### config.mk
export PLATFORM = sky130hd
export DESIGN_NAME = textline_buf
export DESIGN_NICKNAME = d
export VERILOG_FILES = /design/src/rtl/textline_pkg.sv /design/src/rtl/tl_write_steer.sv /design/src/rtl/tl_read_gather.sv /design/src/rtl/textline_buf.sv
export SDC_FILE = /design/constraint.sdc
export NUM_CORES = 1
export LEC_CHECK = 0
export ABC_CLOCK_PERIOD_IN_PS = 4400
export BUFFER_PORTS_ARGS = -buffer_cell sky130_fd_sc_hd__buf_2
export CORE_ASPECT_RATIO = 2
export CORE_UTILIZATION = 42
export CTS_BUF_LIST = sky130_fd_sc_hd__clkbuf_4 sky130_fd_sc_hd__clkbuf_8 sky130_fd_sc_hd__clkbuf_16
export DETAILED_ROUTE_END_ITERATION = 10
export PLACE_DENSITY = 0.69
export REMOVE_ABC_BUFFERS = 1
export SYNTH_ARGS = -nofsm -noshare
export SYNTH_HDL_FRONTEND = slang
export SYNTH_SLANG_ARGS = --single-unit
### constraint.sdc
create_clock -name clk -period 4.4 [get_ports clk]
set_input_delay 1.1 -clock clk [delete_from_list [all_inputs] [get_ports clk]]
set_output_delay 1.1 -clock clk [all_outputs]
set_load 0.1 [all_outputs]
### src/rtl/textline_pkg.sv
package textline_pkg;

  typedef enum logic [1:0] {
    ACC_B1 = 2'd0,
    ACC_B2 = 2'd1,
    ACC_B4 = 2'd2,
    ACC_B8 = 2'd3
  } acc_size_e;

  // number of bytes covered by a size code
  function automatic int unsigned acc_bytes(input acc_size_e sz);
    return 32'd1 << sz;
  endfunction

  // which lane of an access starting at base lands on buffer index idx
  function automatic int unsigned lane_of(input int unsigned idx,
                                          input int unsigned base,
                                          input int unsigned n);
    return (idx + n - base) % n;
  endfunction

  // which buffer index lane k of an access starting at base touches
  function automatic int unsigned index_of(input int unsigned k,
                                           input int unsigned base,
                                           input int unsigned n);
    return (base + k) % n;
  endfunction

endpackage

### src/rtl/tl_write_steer.sv
module tl_write_steer
  import textline_pkg::*;
#(
  parameter  int NBYTES = 8,
  localparam int IDX_W  = $clog2(NBYTES),
  localparam int DATA_W = 8 * NBYTES
) (
  input  logic              wr_en,
  input  logic [IDX_W-1:0]  base,
  input  acc_size_e         size,
  input  logic [DATA_W-1:0] wdata,
  output logic [NBYTES-1:0] byte_we,
  output logic [DATA_W-1:0] byte_wd
);

  for (genvar i = 0; i < NBYTES; i++) begin : g_idx
    logic [IDX_W-1:0] lane;
    assign lane            = IDX_W'(lane_of(i, 32'(base), NBYTES));
    assign byte_we[i]      = wr_en && (32'(lane) < acc_bytes(size));
    assign byte_wd[8*i +: 8] = wdata[8*lane +: 8];
  end

endmodule

### src/rtl/tl_read_gather.sv
module tl_read_gather
  import textline_pkg::*;
#(
  parameter  int NBYTES = 8,
  localparam int IDX_W  = $clog2(NBYTES),
  localparam int DATA_W = 8 * NBYTES
) (
  input  logic [IDX_W-1:0]  base,
  input  acc_size_e         size,
  input  logic [DATA_W-1:0] line,
  output logic [DATA_W-1:0] rdata
);

  for (genvar k = 0; k < NBYTES; k++) begin : g_lane
    logic [IDX_W-1:0] idx;
    assign idx = IDX_W'(index_of(k, 32'(base), NBYTES));
    assign rdata[8*k +: 8] = (k < acc_bytes(size)) ? line[8*idx +: 8] : 8'h00;
  end

endmodule

### src/rtl/textline_buf.sv
module textline_buf
  import textline_pkg::*;
#(
  parameter  int         NBYTES = 8,
  parameter  logic [7:0] BLANK  = 8'h20,
  localparam int         IDX_W  = $clog2(NBYTES),
  localparam int         DATA_W = 8 * NBYTES
) (
  input  logic              clk,
  input  logic              rst_n,
  input  logic              req_valid,
  output logic              req_ready,
  input  logic              req_write,
  input  logic [IDX_W-1:0]  req_addr,
  input  logic [1:0]        req_size,
  input  logic [DATA_W-1:0] req_wdata,
  output logic              rsp_valid,
  output logic [DATA_W-1:0] rsp_rdata,
  input  logic              attach,
  output logic              refresh,
  output logic [DATA_W-1:0] line_out
);

  // ---------------- state ----------------
  logic [DATA_W-1:0] line_q, line_d;
  logic              init_done_q;
  logic              refresh_q;
  logic              rsp_valid_q;
  logic [DATA_W-1:0] rsp_rdata_q;
  acc_size_e         rd_size_q;

  // ---------------- named events ----------------
  logic              init_fire;
  logic              acc;
  logic              wr_acc;
  logic              rd_acc;
  acc_size_e         size_e;
  logic [NBYTES-1:0] byte_we;
  logic [DATA_W-1:0] byte_wd;
  logic [DATA_W-1:0] rd_gather;

  assign size_e    = acc_size_e'(req_size);
  assign init_fire = attach && !init_done_q;
  assign req_ready = !init_fire;
  assign acc       = req_valid && req_ready;
  assign wr_acc    = acc && req_write;
  assign rd_acc    = acc && !req_write;

  tl_write_steer #(.NBYTES(NBYTES)) u_wsteer (
    .wr_en   (wr_acc),
    .base    (req_addr),
    .size    (size_e),
    .wdata   (req_wdata),
    .byte_we (byte_we),
    .byte_wd (byte_wd)
  );

  tl_read_gather #(.NBYTES(NBYTES)) u_rgather (
    .base  (req_addr),
    .size  (size_e),
    .line  (line_q),
    .rdata (rd_gather)
  );

  always_comb begin
    line_d = line_q;
    for (int i = 0; i < NBYTES; i++) begin
      if (init_fire)       line_d[8*i +: 8] = BLANK;
      else if (byte_we[i]) line_d[8*i +: 8] = byte_wd[8*i +: 8];
    end
  end

  always_ff @(posedge clk) begin
    if (!rst_n) begin
      line_q      <= '0;
      init_done_q <= 1'b0;
      refresh_q   <= 1'b0;
      rsp_valid_q <= 1'b0;
      rsp_rdata_q <= '0;
      rd_size_q   <= ACC_B1;
    end else begin
      line_q      <= line_d;
      if (init_fire) init_done_q <= 1'b1;
      refresh_q   <= wr_acc || init_fire;
      rsp_valid_q <= rd_acc;
      if (rd_acc) begin
        rsp_rdata_q <= rd_gather;
        rd_size_q   <= size_e;
      end
    end
  end

  assign line_out  = line_q;
  assign refresh   = refresh_q;
  assign rsp_valid = rsp_valid_q;
  assign rsp_rdata = rsp_rdata_q;

  // ---------------- assertions ----------------
  logic [DATA_W-1:0] rsp_keep;
  always_comb
    for (int k = 0; k < NBYTES; k++)
      rsp_keep[8*k +: 8] = (k < acc_bytes(rd_size_q)) ? 8'hFF : 8'h00;

  p_write_span_r2: assert property (@(posedge clk) disable iff (!rst_n)
    wr_acc |-> ($countones(byte_we) == acc_bytes(size_e)));

  p_rsp_next_r5: assert property (@(posedge clk) disable iff (!rst_n)
    rd_acc |=> rsp_valid);

  p_upper_zero_r6: assert property (@(posedge clk) disable iff (!rst_n)
    rsp_valid |-> ((rsp_rdata & ~rsp_keep) == '0));

  p_refresh_after_write_r7: assert property (@(posedge clk) disable iff (!rst_n)
    wr_acc |=> refresh);

  p_refresh_cause_r7: assert property (@(posedge clk) disable iff (!rst_n)
    (!wr_acc && !init_fire) |=> !refresh);

  p_read_keeps_line_r8: assert property (@(posedge clk) disable iff (!rst_n)
    (!wr_acc && !init_fire) |=> $stable(line_out));

  p_init_once_r10: assert property (@(posedge clk) disable iff (!rst_n)
    init_fire |=> (!init_fire && req_ready));

  p_stall_no_rsp_r11: assert property (@(posedge clk) disable iff (!rst_n)
    (!req_ready) |=> !rsp_valid);

endmodule

Word level (Yosys, flattened, before mapping)
Index checks and enable logic that the tools add are counted.
Storage, ports and cells
  register bits after elaboration: 131
  output and inout bits: 131
Cells by class
  add/subtract/negate cells: 15
  bitwise operators: 1
  shift operators: 17
  order comparisons: 16
  multiplexer cells: 24
  reductions and logical operators: 25
Operators with widths (count)
  $shiftx 64x7->8: 16
  $lt 3x32->1: 8
  $lt 3x32->1 const A: 4
  $mux 6: 16
  $lt 1x32->1 const A: 2
  $lt 2x32->1 const A: 2
  $mux 8: 8
  $shl 1x2->32 const A: 1
  $reduce_bool 2->1: 8
  $add 3x3->3 const B: 4
  $logic_and 1x1->1: 12
  $sub 3x3->3 const A: 4
  $add 3x2->3 const B: 2
  $sub 1x3->3 const A: 2
  $sub 2x3->3 const A: 2
  $add 3x1->3 const B: 1
  $logic_not 1->1: 3
  $reduce_or 2->1: 1
  $logic_or 1x1->1: 1
  $not 1->1: 1

Logic depth before layout (Yosys ltp)
Gate-level depths: netlist of run 1.
  depth in word-level cells: 8
  depth in mapped cells: 13
  depth with buffers taken out: 8

Modules after synthesis
From an unflattened synthesis of run 1, not the netlist that was laid out.
Second synthesis, totals
  cells, all modules: 1140
  area, all modules: 10995.5 um2
Modules (own cells, without submodules)
  textline_buf: area an instance 4917.2 um2, cells each 498, times used 1, sequential area each 2622.5 um2
  tl_write_steer: area an instance 3603.5 um2, cells each 390, times used 1, sequential area each 0.0 um2
  tl_read_gather: area an instance 2474.9 um2, cells each 252, times used 1, sequential area each 0.0 um2

Least setup slack after synthesis of run 1
Ideal clock, no wire load.
  path type: in2reg
  start point: input req_addr[1]
  end point: register line_q[0] (netlist: line_out[0])
  path slack: 0.265 ns
  stages: 13
  library setup time: 0.134 ns
  data arrival time: 4.001 ns
  cell sequence: buf_2 -> buf_2 -> buf_2 -> inv_1 -> ha_1 -> xor2_4 -> inv_2 -> buf_2 -> ha_1 -> a2111oi_4 -> and2_1 -> buf_2 -> a211oi_1
Between the ends
  longest elaborated chain between the ends: 3
Ends and longest elaborated chain
  from (decl): line textline_buf.sv:14  | input logic [IDX_W-1:0] req_addr,
  $sub 1x3->3 *: line textline_pkg.sv:19  | return (idx + n - base) % n;
  $lt 3x32->1: line tl_write_steer.sv:19  | assign byte_we[i] = wr_en && (32'(lane) < acc_bytes(size));
  $logic_and 1x1->1: line tl_write_steer.sv:19
  to (signal assigned): line textline_buf.sv:82  | line_q <= line_d;
  to (decl): line textline_buf.sv:25  | logic [DATA_W-1:0] line_q, line_d;
Every way passes the cells marked *; elsewhere a longest branch is shown, timed or not.
A chain may end at the register's enable or synchronous reset.

Final worst setup path of run 1
  start point: input req_addr[2]
  end point: register line_q[45] (netlist: line_out[45])
Between the ends
  longest elaborated chain between the ends: 4
Ends and longest elaborated chain (line)
  $sub 3x3->3 *: textline_pkg.sv:19
  $lt 3x32->1 / $shiftx 64x7->8 (equally long branches): tl_write_steer.sv:19, tl_write_steer.sv:20
  $logic_and 1x1->1 / $mux 6 (equally long branches): tl_write_steer.sv:19, textline_buf.sv:69
  $reduce_bool 2->1 (no source line) / $mux 6 (equally long branches)
Every way passes the cells marked *; elsewhere a longest branch is shown, timed or not. The select of a mux whose other input is x is not followed.

==> results.py, run 1 <==
metrics = {
    "finish": {
        "regArea_mm2": 0.00262,
        "relative_area_change_from_synthesis_to_final_layout_pct": 19.7,
        "final_area_mm2": 0.0113,
        "post_route_cells_drive_above_1_share_pct": 44.8,
        "finalNetCount": 1009,
        "multiInputGateArea_mm2": 0.00635,
        "number_of_cells_in_the_finished_layout_apart_from_fillers": 1209,
        "fillerInstances": 1926,
        "antennaDiodeCount": 0,
        "fin_util_pct": 51.0,
    },
    "floorplanning": {
        "die_h_um": 214,
        "floorplan.initialDensity_pct": 42.6,
        "core-area_mm2": 0.0221,
        "die_area_mm2": 0.0230,
        "row_count": 77,
        "die_width_um": 108,
        "top_level_ports": 205,
    },
    "power": {
        "power_mw": 3.99,
        "total_switching_power_mw": 1.39,
        "share_comb_of_total_power_pct": 29.3,
        "total_leakage_power_nw": 4.49,
        "power_switching_share_pct": 34.9,
        "power_frac_clock_pct": 38.4,
        "share_seq_of_total_power_pct": 32.3,
        "cell_internal_pwr_mw": 2.60,
        "ir_drop_mv": 0.260,
        "powerDensity_mw_per_mm2": 355,
    },
    "routing": {
        "route.detailed.wl_per_inst_um": 26.1,
        "drt_first_iter_violations": 592,
        "via_per_inst": 6.69,
        "vias": 8088,
        "drcViolationCount": 0,
        "detail_route.first_pass.iterations": 5,
        "antenna_violating_nets_post_route": 0,
        "detail_route.wirelength_um": 31500,
    },
    "clock_network": {
        "holdBufCountCts": 0,
        "cts.sinks": 131,
        "htreeDepth": 4,
        "cts_repair_resize_count": 0,
        "clkSlewWorstSetupHoldPaths_ps": 60,
        "cts_setup_buffers": 0,
        "clk_path_buf_depth": 2,
        "clock_latency_ps": 430,
        "tritoncts_clock_tree": "done",
        "cts-root-buf": "sky130_fd_sc_hd__clkbuf_16",
        "numCtsBuffers": 17,
    },
    "timing": {
        "grt_setup_unrepaired": "false",
        "timing_worst_slew_pin_value_ps": 1070,
        "finalClockSkew_ps": 7.81,
        "relSlewSlack_pct": 28.0,
        "hold_violations": 0,
        "period_minus_slack_ps": 3290,
        "drv_slew": 0,
        "fin_ws_ps": 1110,
        "achievable-frequency_mhz": 304,
        "final_worst_path_cycle_share_pct": 74.7,
        "final-setup-viol-count": 0,
    },
    "placed_design": {
        "placed_cells_incl_taps": 1178,
        "io_buffer_count": 204,
        "dpl.hpwl_um": 23500,
        "placedInstanceArea_mm2": 0.0106,
        "placement.setup.worst_slack_ps": 680,
        "globalplace.congestion": 0.939,
    },
    "logic_synthesis": {
        "synth_compound_gate_area_share_pct": 17.4,
        "synth-simple-area-share_pct": 3.49,
        "syn_avg_cell_area_um2": 12.6,
        "synth.top_cell.area_share_pct": 30.7,
        "post_synth_main_area_contributors": "sky130_fd_sc_hd__mux4_2 (31%), sky130_fd_sc_hd__dfxtp_1 (28%), sky130_fd_sc_hd__mux2i_1 (13%), sky130_fd_sc_hd__o2bb2ai_1 (5.3%), sky130_fd_sc_hd__a211oi_1 (4.5%)",
        "async_reset_ff_share_pct": 0,
        "post-synth-top-count-cell": "sky130_fd_sc_hd__dfxtp_1",
        "post_synth_inst_count": 745,
        "synth_top_flop_cell": "sky130_fd_sc_hd__dfxtp_1",
        "synth_xor_area_share_pct": 0.758,
        "post_synth_fa_ha_maj_area_fraction_pct": 1.86,
        "synth-seq-area-share_pct": 27.9,
        "synthesis.area_mm2": 0.00940,
        "post_synth_most_frequent_cells": "sky130_fd_sc_hd__dfxtp_1 (131), sky130_fd_sc_hd__mux4_2 (128), sky130_fd_sc_hd__mux2i_1 (124), sky130_fd_sc_hd__o2bb2ai_1 (57)",
        "muxShareOfSynthArea_pct": 43.9,
        "register_bit_count_reported_by_yosys": 131,
        "synthDominantAreaCellType": "sky130_fd_sc_hd__mux4_2",
        "synth_cell_types": 41,
        "synth-warning-count": 0,
        "count_of_flip_flops_with_a_built_in_enable_after_synthesis": 0,
        "synth_top_family_by_area": "multiplexers",
    },
    "global_route": {
        "grt_start_max_net_pins": 125,
        "global_route.overflow_total": 0,
        "gr-usage-all-layers_pct": 27.6,
        "wire_length_of_the_first_global_routing_pass_um": 46700,
        "grt_antenna_before_repair": 0,
        "grt_pass1_vias": 7974,
    },
    "flow_run": {
        "max_cap_violations": 0,
    },
    "critical_path": {
        "r2r_setup_slack_ps": 2200,
        "crit_chain": "buf_2 > xnor2_4 > ha_1 > nand4_2 > and2_1 > o311a_1",
        "standard_cell_with_the_maximum_stage_delay_on_the_critical_path": "sky130_fd_sc_hd__buf_2",
        "timing.critical_path.slowest_cell_delay_ps": 590,
        "worst_setup_path_end_kind": "register",
        "cp_data_arrival_time_ps": 3600,
        "cp_max_fanout": 18,
        "crit_family": "simple AND/OR/NAND/NOR gates",
        "cp-start-kind": "primary input",
        "critical_path_class": "in2reg",
        "critPathBufInv": 1,
        "critical_path_required_ps": 4720,
    },
    "status": {
        "outcome": "finished, final reports clean",
    },
    "worst_hold_path": {
        "worstHoldPathType": "reg2reg",
    },
}
[per-layer routing]
metal / GRT usage [%] / vias up / wire, µm
met4: 17.9 / 0 / 1810
li1: - / 3460 / -
met2: 48.0 / 428 / 16600
met1: 30.7 / 4081 / 11200
met3: 4.71 / 119 / 1890
met5: 0 / - / 0
[worst reg2reg max path: stages (launching register included)]
cell,delay (ps)
sky130_fd_sc_hd__dfxtp_1,350
sky130_fd_sc_hd__nor2b_2,50
sky130_fd_sc_hd__buf_4,240
sky130_fd_sc_hd__nor3_2,140
sky130_fd_sc_hd__buf_4,300
sky130_fd_sc_hd__nand4_1,490
sky130_fd_sc_hd__buf_12,350
sky130_fd_sc_hd__o2bb2ai_1,200
[area by class of cell]
type	count	area share, %
Multi-Input combinational cell	530	56.4
Sequential cell	131	23.3
Timing Repair Buffer	231	11.3
Clock buffer	19	3.97
Tap cell	276	3.07
Clock inverter	12	1.62
Inverter	10	0.333
[power groups by stage]
| stage | logic, mW | clock network (mW) | registers [mW] |
|---|---|---|---|
| after global placement | 1.14 | 0 | 1.31 |
| after floorplan | 0.563 | 0 | 1.55 |
| after global routing | 1.22 | 1.59 | 1.29 |
| after CTS | 1.16 | 1.54 | 1.29 |
| after detailed placement | 1.16 | 0 | 1.31 |
| final | 1.17 | 1.54 | 1.29 |
[registers in the layout, indices dropped and copies added, names as in the netlist]
register,cells
init_done_q,1
line_out,64
refresh,1
rsp_rdata,64
rsp_valid,1
[kinds of logic (layout without fill, tap and decap cells)]
kind of cell / after synthesis / in the layout
compound gates: 207 / 207
xor+xnor: 3 / 3
fa+ha+maj: 14 / 14
buf+inv: 84 / 272
flops: 131 / 131
mux: 252 / 252
simple gates: 54 / 54
[per-stage QoR]
| stage | hold slack (ps) | TNS (ps) |
|---|---|---|
| 2_1_floorplan | 441 | -76290 |
| 3_3_place_gp | 444 | 0 |
| 3_5_place_dp | 446 | 0 |
| 4_1_cts | 465 | 0 |
| 5_1_grt | 474 | 0 |
| 6_report | 459 | 0 |
[final timing paths]
kind,start,end,cells after the start
min reg2reg,rsp_rdata[56],rsp_rdata[56],1
max,req_addr[2],line_out[45],6
min,rsp_rdata[56],rsp_rdata[56],1
max reg2reg,init_done_q,rsp_rdata[32],7
[placed cells by master, fill, tap and decap left out, drive strengths merged, types with 10 or more instances in the layout]
cell | synthesis | final
a211oi | 56 | 56
a21oi | 56 | 56
and2 | 10 | 10
buf | 64 | 231
clkbuf | 10 | 19
dfxtp | 131 | 131
ha | 14 | 14
mux2i | 124 | 124
mux4 | 128 | 128
nand2 | 18 | 18
o2bb2ai | 57 | 57
(Power assumes the default switching activity.)
==> run 2, diff against run 1 <==
--- a/config.mk
+++ b/config.mk
@@ -5,7 +5,7 @@
 export SDC_FILE = /design/constraint.sdc
 export NUM_CORES = 1
 export LEC_CHECK = 0
-export ABC_CLOCK_PERIOD_IN_PS = 4400
+export ABC_CLOCK_PERIOD_IN_PS = 3200
 export BUFFER_PORTS_ARGS = -buffer_cell sky130_fd_sc_hd__buf_2
 export CORE_ASPECT_RATIO = 2
 export CORE_UTILIZATION = 42
==> constraint.sdc (replaced) <==
create_clock -name clk -period 3.2 [get_ports clk]
set_input_delay 0.8 -clock clk [delete_from_list [all_inputs] [get_ports clk]]
set_output_delay 0.8 -clock clk [all_outputs]
set_load 0.1 [all_outputs]
==> results.py, run 2 (synthesis gave the netlist of run 1 again) <==
metrics = {
    "status": {
        "outcome": "finished, final reports clean",
    },
    "critical_path": {
        "timing.critical_path.slowest_cell_delay_ps": 540,
        "cp-start-kind": "primary input",
        "r2r.worst_path.cells": 5,
        "startpoint": "req_size[1]",
        "cp_data_arrival_time_ps": 2800,
        "standard_cell_with_the_maximum_stage_delay_on_the_critical_path": "sky130_fd_sc_hd__or4b_1",
        "critical_path_required_ps": 3490,
        "crit_chain": "buf_2 > nand2b_1 > ha_1 > or4b_1 > nand4_2 > and2_1 > a211oi_1",
        "r2r_setup_slack_ps": 1330,
        "critPathBufInv": 1,
        "worst_setup_path_end_kind": "register",
        "crit_family": "simple AND/OR/NAND/NOR gates",
        "worstReg2RegEnd": "line_out[15]",
        "r2r-start": "init_done_q",
        "critical_path_class": "in2reg",
        "cp_max_fanout": 11,
    },
    "clock_network": {
        "cts_setup_buffers": 0,
        "cts_repair_resize_count": 0,
        "tritoncts_clock_tree": "done",
        "cts-root-buf": "sky130_fd_sc_hd__clkbuf_16",
        "numCtsBuffers": 17,
        "clk_path_buf_depth": 2,
        "clkSlewWorstSetupHoldPaths_ps": 60,
        "htreeDepth": 4,
        "holdBufCountCts": 0,
        "clock_latency_ps": 440,
        "cts.sinks": 131,
    },
    "timing": {
        "final-setup-viol-count": 0,
        "hold_violations": 0,
        "period_minus_slack_ps": 2510,
        "grt_setup_unrepaired": "false",
        "final_worst_path_cycle_share_pct": 78.4,
        "finalSetupTns_ps": 0,
        "relSlewSlack_pct": 49.6,
        "achievable-frequency_mhz": 399,
        "finalClockSkew_ps": 6.52,
        "drv_slew": 0,
        "timing_worst_slew_pin_value_ps": 755,
    },
    "routing": {
        "route.detailed.wl_per_inst_um": 25.5,
        "detail_route.first_pass.iterations": 6,
        "detail_route.wirelength_um": 31400,
        "drcViolationCount": 0,
        "antenna_violating_nets_post_route": 0,
        "drt_first_iter_violations": 587,
        "vias": 8161,
        "via_per_inst": 6.63,
    },
    "worst_hold_path": {
        "hold_path_end": "rsp_rdata[52]",
        "worstHoldPathType": "reg2reg",
        "hold-path-cell-count": 1,
        "holdCritStartpoint": "rsp_rdata[52]",
    },
    "global_route": {
        "grt_use_met1_pct": 29.8,
        "grt_pass1_vias": 7738,
        "global_route.overflow_total": 0,
        "gr-usage-all-layers_pct": 27.3,
        "grt_start_max_net_pins": 71,
        "grt_met3_use_pct": 4.13,
        "grt_antenna_before_repair": 0,
        "gr-usage-met2_pct": 48.5,
        "wire_length_of_the_first_global_routing_pass_um": 45900,
        "grt-busiest-layer": "met2",
    },
    "floorplanning": {
        "die_h_um": 214,
        "row_count": 77,
        "die_width_um": 108,
        "top_level_ports": 205,
        "core-area_mm2": 0.0221,
        "die_area_mm2": 0.0230,
        "floorplan.initialDensity_pct": 42.6,
    },
    "finish": {
        "final_cell_mix": "sky130_fd_sc_hd__buf_2 (202), sky130_fd_sc_hd__dfxtp_1 (131), sky130_fd_sc_hd__mux4_2 (128), sky130_fd_sc_hd__mux2i_1 (124), sky130_fd_sc_hd__o2bb2ai_1 (57)",
        "layout.cells.most_common": "sky130_fd_sc_hd__buf_2",
        "relative_area_change_from_synthesis_to_final_layout_pct": 21.8,
        "post_route_cells_drive_above_1_share_pct": 46.1,
        "antennaDiodeCount": 0,
        "fillerInstances": 1923,
        "finalNetCount": 1031,
        "number_of_cells_in_the_finished_layout_apart_from_fillers": 1231,
    },
    "power": {
        "cell_internal_pwr_mw": 3.60,
        "share_seq_of_total_power_pct": 32.1,
        "total_leakage_power_nw": 4.61,
        "total_switching_power_mw": 1.92,
        "share_comb_of_total_power_pct": 30.0,
        "powerDensity_mw_per_mm2": 482,
        "power_switching_share_pct": 34.7,
        "ir_drop_mv": 0.338,
        "power_frac_clock_pct": 38.0,
    },
    "placed_design": {
        "placed_cells_incl_taps": 1200,
        "io_buffer_count": 204,
        "dpl.hpwl_um": 23500,
        "globalplace.congestion": 0.929,
    },
    "flow_run": {
        "max_cap_violations": 0,
    },
}
-- run 2: worst max path at each step --
stage                               end  slack, ps  cells after the start
after global placement     line_out[19]        260                      6
after CTS                  line_out[19]        710                      6
after global routing       line_out[19]        580                      6
after detailed placement   line_out[19]        240                      6
after floorplan           rsp_rdata[32]      -1850                      4
final                      line_out[15]        690                      7
-- run 2: routing by layer --
metal  up-vias  wire length, µm
li1       3512                -
met1      4100            11200
met2       417            16500
met3       132             1680
met4         0             2020
met5         -                0
-- run 2: power groups by stage --
stage	Sequential [mW]	Combinational [mW]	Clock (mW)
2_1_floorplan	2.13	0.774	0
3_3_place_gp	1.80	1.62	0
6_report	1.77	1.65	2.09
5_1_grt	1.77	1.72	2.17
4_1_cts	1.76	1.65	2.11
3_5_place_dp	1.80	1.64	0
-- run 2: layout make-up --
| cell class | instances | area [µm²] | share of cell area, % |
|---|---|---|---|
| Clock buffer | 18 | 439 | 3.83 |
| Sequential cell | 131 | 2620 | 22.9 |
| Multi-Input combinational cell | 530 | 6350 | 55.5 |
| Tap cell | 276 | 345 | 3.01 |
| Inverter | 10 | 37.5 | 0.328 |
| Timing Repair Buffer | 253 | 1470 | 12.9 |
| Clock inverter | 13 | 184 | 1.61 |
-- run 2: through the flow --
stage | hold slack, ps | setup WS [ps] | cell area [µm²] | utilization, % | power (mW)
2_1_floorplan | 441 | -1850 | 9000 | - | 2.90
3_3_place_gp | 442 | 257 | 10800 | 49.1 | 3.42
3_5_place_dp | 441 | 244 | 10800 | 49.1 | 3.44
4_1_cts | 460 | 712 | 11500 | 51.9 | 5.52
5_1_grt | 472 | 583 | 11500 | 51.9 | 5.66
6_report | 456 | 693 | 11500 | 51.9 | 5.52
==> run 3, diff against run 2 <==
--- a/config.mk
+++ b/config.mk
@@ -5,7 +5,7 @@
 export SDC_FILE = /design/constraint.sdc
 export NUM_CORES = 1
 export LEC_CHECK = 0
-export ABC_CLOCK_PERIOD_IN_PS = 3200
+export ABC_CLOCK_PERIOD_IN_PS = 2600
 export BUFFER_PORTS_ARGS = -buffer_cell sky130_fd_sc_hd__buf_2
 export CORE_ASPECT_RATIO = 2
 export CORE_UTILIZATION = 42
==> constraint.sdc (replaced) <==
create_clock -name clk -period 2.6 [get_ports clk]
set_input_delay 0.65 -clock clk [delete_from_list [all_inputs] [get_ports clk]]
set_output_delay 0.65 -clock clk [all_outputs]
set_load 0.1 [all_outputs]
==> results.py, run 3 (synthesis gave the netlist of run 1 again) <==
metrics = {
    "timing": {
        "period_minus_slack_ps": 2290,
        "hold_violations": 0,
        "grt_setup_unrepaired": "false",
        "timing_worst_slew_pin_value_ps": 750,
        "final-setup-viol-count": 0,
        "finalClockSkew_ps": 8.08,
        "achievable-frequency_mhz": 437,
        "drv_slew": 0,
        "relSlewSlack_pct": 50.0,
        "final_worst_path_cycle_share_pct": 88.1,
    },
    "routing": {
        "route.detailed.wl_per_inst_um": 24.8,
        "antenna_violating_nets_post_route": 0,
        "via_per_inst": 6.44,
        "detail_route.first_pass.iterations": 4,
        "vias": 8203,
        "detail_route.wirelength_um": 31600,
        "drt_first_iter_violations": 595,
        "drcViolationCount": 0,
    },
    "critical_path": {
        "critical-path-top-cell-by-count": "sky130_fd_sc_hd__buf_4",
        "worst-path-stages": 8,
        "critPathBufInv": 4,
        "worst_setup_path_end_kind": "register",
        "standard_cell_with_the_maximum_stage_delay_on_the_critical_path": "sky130_fd_sc_hd__or4b_1",
        "critical_path_class": "in2reg",
        "critical_path_required_ps": 2910,
        "timing.critical_path.slowest_cell_delay_ps": 580,
        "cp-start-kind": "primary input",
        "worstReg2RegEnd": "line_out[40]",
        "r2r-start": "init_done_q",
        "crit_family": "simple AND/OR/NAND/NOR gates",
        "cp_data_arrival_time_ps": 2600,
        "crit_chain": "buf_6 > buf_4 > buf_4 > or4b_1 > nand4_2 > and2_1 > buf_4 > a211oi_1",
        "r2r_setup_slack_ps": 860,
        "r2r.worst_path.cells": 6,
        "cp_max_fanout": 26,
    },
    "finish": {
        "final_cell_mix": "sky130_fd_sc_hd__buf_2 (202), sky130_fd_sc_hd__dfxtp_1 (131), sky130_fd_sc_hd__mux4_2 (128), sky130_fd_sc_hd__mux2i_1 (124), sky130_fd_sc_hd__buf_4 (76)",
        "layout.cells.most_common": "sky130_fd_sc_hd__buf_2",
        "antennaDiodeCount": 0,
        "fin_util_pct": 54.0,
        "relative_area_change_from_synthesis_to_final_layout_pct": 26.7,
        "finalNetCount": 1073,
        "post_route_cells_drive_above_1_share_pct": 48.4,
        "final_area_mm2": 0.0119,
        "fillerInstances": 1901,
    },
    "power": {
        "powerDensity_mw_per_mm2": 581,
        "ir_drop_mv": 0.430,
        "total_leakage_power_nw": 4.88,
        "power_mw": 6.92,
    },
    "clock_network": {
        "cts_setup_buffers": 0,
        "htreeDepth": 4,
        "tritoncts_clock_tree": "done",
        "clk_path_buf_depth": 2,
        "cts-root-buf": "sky130_fd_sc_hd__clkbuf_16",
        "holdBufCountCts": 0,
        "numCtsBuffers": 17,
        "clock_latency_ps": 440,
        "cts_repair_resize_count": 0,
        "clkSlewWorstSetupHoldPaths_ps": 60,
        "cts.sinks": 131,
    },
    "worst_hold_path": {
        "holdCritStartpoint": "attach",
        "hold-path-cell-count": 2,
        "hold_path_end": "init_done_q",
        "worstHoldPathType": "in2reg",
    },
    "floorplanning": {
        "die_h_um": 214,
        "core-area_mm2": 0.0221,
        "die_area_mm2": 0.0230,
        "floorplan.initialDensity_pct": 42.6,
        "top_level_ports": 205,
        "row_count": 77,
        "die_width_um": 108,
    },
    "global_route": {
        "grt_start_max_net_pins": 57,
        "grt_antenna_before_repair": 0,
        "wire_length_of_the_first_global_routing_pass_um": 46900,
        "grt_pass1_vias": 8121,
        "gr-usage-all-layers_pct": 27.9,
        "global_route.overflow_total": 0,
    },
    "flow_run": {
        "max_cap_violations": 0,
    },
    "placed_design": {
        "globalplace.congestion": 0.918,
        "dpl.hpwl_um": 24800,
        "io_buffer_count": 204,
        "placedInstanceArea_mm2": 0.0113,
    },
    "status": {
        "outcome": "finished, final reports clean",
    },
}
## run 3: cell types whose count changed in the layout (fill, tap and decap cells not counted), sizes merged
| cell | before | now |
|---|---|---|
| buf | 253 | 295 |
| clkbuf | 18 | 23 |
| clkinv | 3 | 5 |
| clkinvlp | 6 | 1 |
| inv | 10 | 9 |
## run 3: layout make-up
cell class,count,area (µm²),area share (%)
Multi-Input combinational cell,530,6350,53.3
Sequential cell,131,2620,22.0
Timing Repair Buffer,295,1910,16.1
Clock buffer,23,489,4.11
Tap cell,276,345,2.90
Clock inverter,9,151,1.27
Inverter,10,37.5,0.315
## run 3: stage by stage
| stage | setup WS, ps | TNS, ps | hold slack (ps) | instances |
|---|---|---|---|---|
| after floorplan | -2300 | -239720 | 441 | 671 |
| after global routing | 175 | 0 | 435 | 1274 |
| after detailed placement | -123 | -3880 | 444 | 1242 |
| after CTS | 332 | 0 | 430 | 1274 |
| after global placement | -108 | -2870 | 446 | 1242 |
| final | 310 | 0 | 439 | 1274 |
## run 3: how the worst max path moves through the flow
stage	from	end	slack, ps
floorplan	attach	rsp_rdata[32]	-2300
global placement	req_addr[0]	rsp_rdata[57]	-110
detailed placement	req_addr[0]	line_out[40]	-120
CTS	req_addr[0]	rsp_rdata[31]	330
global route	req_addr[0]	rsp_rdata[31]	170
finish	req_addr[0]	line_out[40]	310
## run 3: metal layers
metal,up-vias,global-route usage [%],wire (µm)
met3,129,4.50,1590
met4,0,20.0,2220
li1,3592,-,-
met5,-,0,0
met2,378,48.9,16400
met1,4104,30.0,11400
## run 3: power breakdown
part	switching, mW	leakage [nW]	internal, mW	total, mW
clock network	0.912	0.317	1.71	2.62
registers	0.105	1.06	2.07	2.18
logic	1.31	3.50	0.812	2.12
total	2.33	4.88	4.59	6.92
